==> src/rtl/ecclog_pkg.sv <==
package ecclog_pkg;

  localparam int LOG_W       = 64;
  localparam int REG_W       = 16;
  localparam int ADDR_LSB    = 5;
  localparam int SYN_LSB     = 46;
  localparam int LOG_CE_BIT  = 62;
  localparam int LOG_UE_BIT  = 63;
  localparam int STS_CE_BIT  = 6;
  localparam int STS_UE_BIT  = 7;
  localparam int KINDS       = 2;

  typedef enum logic {
    KIND_CORR   = 1'b0,
    KIND_UNCORR = 1'b1
  } err_kind_e;

  // index 0 = correctable, index 1 = uncorrectable
  typedef logic [KINDS-1:0] kind_vec_t;

endpackage

==> src/rtl/ecclog_evt_decode.sv <==
module ecclog_evt_decode
  import ecclog_pkg::*;
(
  input  logic      fire,
  input  logic      uncorr,
  output kind_vec_t set_vec
);
  err_kind_e kind;

  always_comb begin
    kind    = err_kind_e'(uncorr);
    set_vec = '0;
    if (fire) begin
      set_vec[0] = (kind == KIND_CORR);
      set_vec[1] = (kind == KIND_UNCORR);
    end
  end
endmodule

==> src/rtl/ecclog_w1c_bits.sv <==
module ecclog_w1c_bits #(
  parameter int N = 2
) (
  input  logic         clk,
  input  logic         rst_n,
  input  logic [N-1:0] set,
  input  logic [N-1:0] clr,
  output logic [N-1:0] q
);
  for (genvar i = 0; i < N; i++) begin : g_bit
    always_ff @(posedge clk) begin
      if (!rst_n)      q[i] <= 1'b0;
      else if (set[i]) q[i] <= 1'b1;   // a new event beats a clear
      else if (clr[i]) q[i] <= 1'b0;
    end
  end
endmodule

==> src/rtl/ecclog_log_reg.sv <==
module ecclog_log_reg
  import ecclog_pkg::*;
#(
  parameter int PA_W  = 39,
  parameter int SYN_W = 16
) (
  input  logic             clk,
  input  logic             rst_n,
  input  logic             fire,
  input  kind_vec_t        set_vec,
  input  logic [PA_W-1:0]  ev_addr,
  input  logic [SYN_W-1:0] ev_syn,
  input  kind_vec_t        clr_vec,
  output logic [LOG_W-1:0] log_word
);
  localparam int AF_W = PA_W - ADDR_LSB;

  kind_vec_t        flags;
  logic [AF_W-1:0]  addr_q;
  logic [SYN_W-1:0] syn_q;
  logic             capture;

  ecclog_w1c_bits #(.N(KINDS)) u_flags (
    .clk  (clk),
    .rst_n(rst_n),
    .set  (set_vec),
    .clr  (clr_vec),
    .q    (flags)
  );

  // Capture only into an empty log; the first error's details are kept.
  assign capture = fire && (flags == '0);

  always_ff @(posedge clk) begin
    if (!rst_n) begin
      addr_q <= '0;
      syn_q  <= '0;
    end else if (capture) begin
      addr_q <= ev_addr[PA_W-1:ADDR_LSB];
      syn_q  <= ev_syn;
    end
  end

  always_comb begin
    log_word                     = '0;
    log_word[ADDR_LSB +: AF_W]   = addr_q;
    log_word[SYN_LSB +: SYN_W]   = syn_q;
    log_word[LOG_CE_BIT]         = flags[0];
    log_word[LOG_UE_BIT]         = flags[1];
  end
endmodule

==> src/rtl/ecclog_ctrl_regs.sv <==
module ecclog_ctrl_regs
  import ecclog_pkg::*;
(
  input  logic             clk,
  input  logic             rst_n,
  input  kind_vec_t        set_vec,
  input  logic             sts_wr,
  input  logic [REG_W-1:0] sts_wdata,
  input  logic             cmd_wr,
  input  logic [REG_W-1:0] cmd_wdata,
  output logic [REG_W-1:0] sts_word,
  output logic [REG_W-1:0] cmd_word,
  output logic             irq
);
  kind_vec_t sts_bits;
  kind_vec_t sts_clr;
  kind_vec_t en_bits;

  assign sts_clr = sts_wr ? {sts_wdata[STS_UE_BIT], sts_wdata[STS_CE_BIT]} : '0;

  ecclog_w1c_bits #(.N(KINDS)) u_sts (
    .clk  (clk),
    .rst_n(rst_n),
    .set  (set_vec),
    .clr  (sts_clr),
    .q    (sts_bits)
  );

  always_ff @(posedge clk) begin
    if (!rst_n)      en_bits <= '0;
    else if (cmd_wr) en_bits <= {cmd_wdata[STS_UE_BIT], cmd_wdata[STS_CE_BIT]};
  end

  always_comb begin
    sts_word             = '0;
    sts_word[STS_CE_BIT] = sts_bits[0];
    sts_word[STS_UE_BIT] = sts_bits[1];
    cmd_word             = '0;
    cmd_word[STS_CE_BIT] = en_bits[0];
    cmd_word[STS_UE_BIT] = en_bits[1];
  end

  assign irq = |(sts_bits & en_bits);
endmodule

==> src/rtl/ecc_err_log.sv <==
module ecc_err_log
  import ecclog_pkg::*;
#(
  parameter int PA_W  = 39,
  parameter int SYN_W = 16
) (
  input  logic             clk,
  input  logic             rst_n,
  input  logic             ev_valid,
  output logic             ev_ready,
  input  logic             ev_uncorr,
  input  logic [PA_W-1:0]  ev_addr,
  input  logic [SYN_W-1:0] ev_syn,
  input  logic             log_wr,
  input  logic [LOG_W-1:0] log_wdata,
  output logic [LOG_W-1:0] log_q,
  input  logic             sts_wr,
  input  logic [REG_W-1:0] sts_wdata,
  output logic [REG_W-1:0] sts_q,
  input  logic             cmd_wr,
  input  logic [REG_W-1:0] cmd_wdata,
  output logic [REG_W-1:0] cmd_q,
  output logic             irq
);
  kind_vec_t set_vec;
  kind_vec_t log_clr;
  logic      fire;

  assign ev_ready = 1'b1;
  assign fire     = ev_valid && ev_ready;
  assign log_clr  = log_wr ? {log_wdata[LOG_UE_BIT], log_wdata[LOG_CE_BIT]} : '0;

  ecclog_evt_decode u_dec (
    .fire   (fire),
    .uncorr (ev_uncorr),
    .set_vec(set_vec)
  );

  ecclog_log_reg #(.PA_W(PA_W), .SYN_W(SYN_W)) u_log (
    .clk     (clk),
    .rst_n   (rst_n),
    .fire    (fire),
    .set_vec (set_vec),
    .ev_addr (ev_addr),
    .ev_syn  (ev_syn),
    .clr_vec (log_clr),
    .log_word(log_q)
  );

  ecclog_ctrl_regs u_ctl (
    .clk      (clk),
    .rst_n    (rst_n),
    .set_vec  (set_vec),
    .sts_wr   (sts_wr),
    .sts_wdata(sts_wdata),
    .cmd_wr   (cmd_wr),
    .cmd_wdata(cmd_wdata),
    .sts_word (sts_q),
    .cmd_word (cmd_q),
    .irq      (irq)
  );
endmodule

==> config.mk <==
export PLATFORM = sky130hd
export DESIGN_NAME = ecc_err_log
export DESIGN_NICKNAME = d
export VERILOG_FILES = /design/src/rtl/ecclog_pkg.sv /design/src/rtl/ecclog_evt_decode.sv /design/src/rtl/ecclog_w1c_bits.sv /design/src/rtl/ecclog_log_reg.sv /design/src/rtl/ecclog_ctrl_regs.sv /design/src/rtl/ecc_err_log.sv
export SDC_FILE = /design/constraint.sdc
export NUM_CORES = 1
export LEC_CHECK = 0
export BUFFER_PORTS_ARGS = -buffer_cell sky130_fd_sc_hd__buf_4
export CELL_PAD_IN_SITES_DETAIL_PLACEMENT = 1
export CELL_PAD_IN_SITES_GLOBAL_PLACEMENT = 2
export CORE_MARGIN = 5
export CORE_UTILIZATION = 18
export CTS_CLUSTER_SIZE = 10
export DETAILED_ROUTE_END_ITERATION = 8
export PLACE_DENSITY_LB_ADDON = 0.25
export RECOVER_POWER = 50
export REMOVE_ABC_BUFFERS = 1
export SLEW_MARGIN = 20
export SYNTH_ARGS = -nofsm -noshare
export SYNTH_HDL_FRONTEND = slang
export SYNTH_HIERARCHICAL = 1
export SYNTH_SLANG_ARGS = --single-unit
==> constraint.sdc <==
create_clock -name clk -period 1.2 [get_ports clk]
set_input_delay 0.12 -clock clk [delete_from_list [all_inputs] [get_ports clk]]
set_output_delay 0.12 -clock clk [all_outputs]
set_load 0.03 [all_outputs]
==> results of run 1 <==
[area by class of cell]
class	count	area [µm²]
flip-flops and latches	56	1120
clock buffers	8	146
multi-input cells	211	1220
well taps	184	230
repair buffers	131	1070
fillers	1750	10700
[through the flow]
stage | instances | setup TNS [ns] | power (mW) | hold WS, ns | area [µm²]
final | 590 | -0.00474 | 4.88 | 0.0661 | 3790
after global routing | 590 | -2.01 | 5.14 | 0.0621 | 3790
after CTS | 585 | -0.710 | 4.99 | 0.0485 | 3750
after detailed placement | 575 | -0.264 | 3.32 | 0.388 | 3550
after global placement | 575 | -0.00958 | 3.30 | 0.381 | 3550
after floorplan | 267 | -125.85 | 2.81 | 0.237 | 2330
[cell usage in the layout, fill, tap and decap left out]
cell type,synthesis,final
nand2_1,100,100
buf_16,0,3
clkbuf_1,0,20
clkbuf_16,0,9
and2b_2,1,1
nor2b_4,4,2
clkbuf_8,0,1
nor2b_1,2,3
dfxtp_1,56,54
buf_1,0,1
buf_4,41,95
buf_6,1,1
clkbuf_2,0,6
and2_1,4,4
o21a_1,4,4
and2_2,1,1
buf_12,5,3
a22o_1,1,1
dfxtp_2,0,2
nor2b_2,0,1
nor3b_4,0,1
conb_1,3,41
mux2i_1,52,48
mux2i_2,0,4
[per-layer routing]
metal  global-route usage [%]  share of wire (%)  up-vias
li1                         -                  -     1064
met4                     3.26                1.5        0
met2                     12.8                 47       97
met3                     3.56                8.8        9
met5                        0                  0        -
met1                     9.18                 43      974
[critical path, delay by kind of cell, from the launching register on]
family,cells,cell delay [ns]
flops,1,0.34
simple gates,1,0.23
buf+inv,2,0.38
mux,1,0.18
[kinds of logic (layout without fill, tap and decap cells)]
| kind of cell | Yosys count | after routing |
|---|---|---|
| AND/OR/NAND/NOR | 113 | 113 |
| multiplexers | 52 | 52 |
| AO/OA/AOI/OAI | 5 | 5 |
| flip-flops | 56 | 56 |
| buffers and inverters | 58 | 139 |
| other | 3 | 41 |
[how the worst max path moves through the flow]
stage	start	end	slack, ns	depth (start not counted)
after floorplan	u_log/u_flags/q[1]$_SDFFE_PN0P_	u_log/addr_q[0]$_SDFFE_PN0P_	-2.52	2
after global placement	u_log/u_flags/q[0]$_SDFFE_PN0P_	u_log/syn_q[14]$_SDFFE_PN0P_	-0.004	3
after detailed placement	u_log/u_flags/q[0]$_SDFFE_PN0P_	u_log/syn_q[6]$_SDFFE_PN0P_	-0.03	3
after CTS	u_log/u_flags/q[0]$_SDFFE_PN0P_	u_log/addr_q[16]$_SDFFE_PN0P_	-0.05	4
after global routing	u_log/u_flags/q[0]$_SDFFE_PN0P_	u_log/syn_q[10]$_SDFFE_PN0P_	-0.06	4
final	u_log/u_flags/q[1]$_SDFFE_PN0P_	u_log/syn_q[8]$_SDFFE_PN0P_	-0.003	4
[where the power goes]
part	switching [mW]	total [mW]	internal, mW
clock	0.694	1.53	0.836
combinational	0.765	1.28	0.518
sequential	0.0715	2.06	1.99
[what timing repair did]
item | CTS | global route
cloned | 1 | 5
pin swaps | 1 | 1
gates resized for setup | 3 | 6
setup endpoints to repair | 50 | 47
hold endpoints to repair | 0 | 0
buffers inserted | 1 | 0
[state kept, by name, summed over array words and instances, names as in the netlist]
name / count
u_log/u_flags/q: 2
u_ctl/u_sts/q: 2
u_ctl/en_bits: 2
u_log/addr_q: 34
u_log/syn_q: 16
==> impl_metrics.json, run 1 <==
{
  "io_buffers": 119,
  "startpoint_type": "register",
  "synthTopCellsByArea": "dfxtp_1 42%, mux2i_1 20%, nand2_1 14%",
  "timing_worst_setup_path_type": "register to register",
  "grt_setup_unrepaired": "true",
  "cts_tree": "built",
  "syn-instance-count": 287,
  "yosysMostFrequentCell": "nand2_1",
  "min_path_type": "primary input to register",
  "synth_compound_gate_area_share_pct": 1.46,
  "muxShareOfSynthArea_pct": 19.5,
  "synth_seq_area_share_pct": 42.1,
  "htreeDepth": 2,
  "grt_pass1_wl_um": 11200,
  "layout_min_cycle_time_ns": 1.20,
  "synth-simple-area-share_pct": 18.7,
  "drt_pass1_iterations": 4,
  "violations": "setup timing",
  "synthArstFlopShare_pct": 0,
  "synthTopCellsByCount": "100 x nand2_1, 56 x dfxtp_1, 52 x mux2i_1, 41 x buf_4, 11 x buf_2",
  "synth_top_family_by_area": "multiplexers",
  "die-width_um": 132,
  "maxCapViolCount": 0,
  "cpMaxStageDelayCell": "dfxtp_2",
  "grt_overflow_total": 0,
  "ys_seq_elements": 56,
  "reg2reg_from": "u_log/u_flags/q[1]$_SDFFE_PN0P_",
  "antenna_found_initial": 0,
  "via_count": 2144,
  "postRouteAntennaNets": 0,
  "synth_edf_count": 0,
  "synth_top_flop_cell": "dfxtp_1",
  "rows": 44,
  "whs_endpoint": "u_log/addr_q[11]$_SDFFE_PN0P_",
  "io_pins": 256,
  "avgSynthCellArea_um2": 9.28,
  "clk_pin_slew_ns": 0.07,
  "route.detailed.drc": 0,
  "r2r_slack_ns": -0.003,
  "numCtsBuffers": 5,
  "clock.fmax_ghz": 0.831,
  "syn2layout_area_growth_pct": 42.2,
  "report.final.slew_viol_count": 0,
  "cts_hold_buffers": 0,
  "synth_cell_type_count": 16,
  "clock-sinks": 56,
  "netlist_area_mm2": 0.00266,
  "hold_viol_final": 0,
  "synthAdderAreaFrac_pct": 0,
  "synth_xor_area_share_pct": 0,
  "power_density_mw_per_mm2": 1290,
  "grt_pass1_vias": 2170,
  "clkLatencyLatePin_ns": 0.30,
  "core_mm2": 0.0145,
  "drive_gt1_share_pct": 32.0,
  "grt_max_degree": 57,
  "drt_iter0_markers": 46,
  "required_ns": 1.43,
  "gp_congestion": 0.637,
  "min_from": "ev_addr[16]",
  "cellLeakagePower_nw": 1.76,
  "setup_ws_ns": -0.00275,
  "place_ws_ns": -0.0295,
  "num_antenna_cells": 0,
  "critical-path-max-stage-delay_ns": 0.34,
  "grt_usage_pct": 7.93,
  "place_hpwl_um": 5250,
  "path_cells": "nor3b_4 > buf_12 > clkbuf_16 > mux2i_1",
  "initial_utilization_pct": 18.3,
  "setup_viol": 3,
  "reg2reg_depth": 4,
  "ys.warnings.count": 6,
  "end_kind": "register",
  "outcome": "complete, but fails checks",
  "period_share_pct": 100,
  "netlist.area_leader.share_pct": 42.1,
  "wirelength_um": 7730,
  "cts-root-buf": "clkbuf_16",
  "worstPathMaxFanout": 8,
  "viasPerCell": 3.63,
  "clockBufferDepth": 2,
  "whs_path_depth": 3,
  "die_y_um": 132,
  "nNetsFinal": 563,
  "die-area_mm2": 0.0173,
  "ir_drop_uv": 448,
  "synth_area_leader_cell": "dfxtp_1",
  "cp.arrival_ns": 1.43,
  "fin_worst_skew_ns": 0.00198,
  "fin_util_pct": 26.1,
  "r2r_end": "u_log/syn_q[8]$_SDFFE_PN0P_",
  "wl_per_cell_um": 13.1
}
(Power assumes the default switching activity.)
==> inputs of run 2 (changes only) <==
--- a/config.mk
+++ b/config.mk
@@ -9,7 +9,7 @@
 export CELL_PAD_IN_SITES_DETAIL_PLACEMENT = 1
 export CELL_PAD_IN_SITES_GLOBAL_PLACEMENT = 2
 export CORE_MARGIN = 5
-export CORE_UTILIZATION = 18
+export CORE_UTILIZATION = 16
 export CTS_CLUSTER_SIZE = 10
 export DETAILED_ROUTE_END_ITERATION = 8
 export PLACE_DENSITY_LB_ADDON = 0.25
==> constraint.sdc (replaced) <==
create_clock -name clk -period 1.1 [get_ports clk]
set_input_delay 0.11 -clock clk [delete_from_list [all_inputs] [get_ports clk]]
set_output_delay 0.11 -clock clk [all_outputs]
set_load 0.03 [all_outputs]
==> impl_metrics.json, run 2 (synthesis gave the netlist of run 1 again) <==
{
  "via_count": 2199,
  "initial_utilization_pct": 16.2,
  "setup_viol": 50,
  "clk_pin_slew_ns": 0.08,
  "ir_drop_uv": 607,
  "drive_gt1_share_pct": 37.2,
  "required_ns": 1.33,
  "htreeDepth": 2,
  "reg.largest.list": "u_log/addr_q: 34 flops, u_log/syn_q: 16 flops",
  "report.final.slew_viol_count": 0,
  "nNetsFinal": 568,
  "cts_tree": "built",
  "grt_setup_unrepaired": "true",
  "clock.fmax_ghz": 0.843,
  "outcome": "complete, but fails checks",
  "worstPathMaxFanout": 7,
  "min_path_type": "primary input to register",
  "cellLeakagePower_nw": 1.86,
  "placed_cells": 615,
  "total_power_mw": 5.65,
  "grt_max_degree": 29,
  "viasPerCell": 3.48,
  "multi_input_area_mm2": 0.00121,
  "syn2layout_area_growth_pct": 46.4,
  "place_hpwl_um": 5620,
  "grt_pass1_vias": 2243,
  "die-area_mm2": 0.0193,
  "antenna_found_initial": 0,
  "drt_iter0_markers": 59,
  "cts-root-buf": "clkbuf_16",
  "timing_worst_setup_path_type": "register to register",
  "startpoint_type": "register",
  "num_antenna_cells": 0,
  "fin_cells": 631,
  "route.detailed.drc": 0,
  "clock-sinks": 56,
  "maxCapViolCount": 0,
  "layout_min_cycle_time_ns": 1.19,
  "wirelength_um": 8020,
  "die_y_um": 139,
  "grt_usage_pct": 7.84,
  "fin_worst_skew_ns": 0.00949,
  "seq_area_mm2": 0.00112,
  "io_buffers": 119,
  "core_mm2": 0.0165,
  "numCtsBuffers": 5,
  "wl_per_cell_um": 12.7,
  "final_cell_mix": "100 x buf_4, 100 x nand2_1, 54 x dfxtp_1",
  "setup_ws_ns": -0.0858,
  "cp.arrival_ns": 1.42,
  "rows": 47,
  "largest_reg_flops": 34,
  "period_share_pct": 108,
  "power_density_mw_per_mm2": 1450,
  "clockBufferDepth": 2,
  "grt_pass1_wl_um": 11900,
  "violations": "setup timing",
  "drt_pass1_iterations": 4,
  "io_pins": 256,
  "postRouteAntennaNets": 0,
  "grt_overflow_total": 0,
  "die-width_um": 139,
  "cts_hold_buffers": 0,
  "clkLatencyLatePin_ns": 0.31,
  "gp_congestion": 0.661,
  "final.fill_count": 1963,
  "regMostFlops": "u_log/addr_q",
  "hold_viol_final": 0,
  "tns_ns": -2.35,
  "end_kind": "register"
}
-- run 2: changes by cell type in the layout (fill, tap and decap cells not counted), sizes merged --
cell    delta
bufinv     +1
clkbuf     -2
buf        +6
-- run 2: layout make-up --
class	instances	area share, %
clock buffer	7	3.92
clock inverter	1	0.770
multi-input combinational	211	31.1
sequential	56	28.8
tap	220	7.06
timing repair buffer	136	28.3
-- run 2: per-layer routing --
layer	global-route usage, %	share of wire (%)
met1	8.62	40
met2	13.1	49
met3	3.34	9.4
met4	3.55	1.8
met5	0	0
-- run 2: repair_timing --
item	CTS	global route
gates resized for setup	7	2
buffers inserted	4	0
endpoints found under the setup margin	52	52
cloned	2	2
pin swaps	2	1
-- run 2: critical path, cell delays in order, from the launching register on --
cell	delay (ns)
dfxtp_2	0.33
nor3b_4	0.21
buf_6	0.20
clkbuf_16	0.19
mux2i_1	0.18
-- run 2: where the power goes --
part / internal, mW / switching [mW]
combinational: 0.567 / 0.837
sequential: 2.17 / 0.0759
clock: 1.20 / 0.795
-- run 2: path summary, 6_finish.rpt --
path	start	to	slack, ns	cells past startpoint
setup / recovery	u_log/u_flags/q[1]$_SDFFE_PN0P_	u_log/syn_q[4]$_SDFFE_PN0P_	-0.09	4
hold / removal	ev_addr[16]	u_log/addr_q[11]$_SDFFE_PN0P_	0.05	3
setup reg to reg	u_log/u_flags/q[1]$_SDFFE_PN0P_	u_log/syn_q[4]$_SDFFE_PN0P_	-0.09	4
hold reg to reg	u_log/addr_q[27]$_SDFFE_PN0P_	u_log/addr_q[27]$_SDFFE_PN0P_	0.46	2
-- run 2: stage by stage --
stage          area (µm²)  setup slack (ns)  hold WS [ns]  util [%]
6_report             3900           -0.0858        0.0525      23.7
5_1_grt              3900            -0.178        0.0460      23.7
4_1_cts              3920           -0.0940        0.0368      23.8
3_5_place_dp         3640            -0.104         0.376      22.1
3_3_place_gp         3640            -0.107         0.369      22.1
2_1_floorplan        2330             -2.62         0.227         -
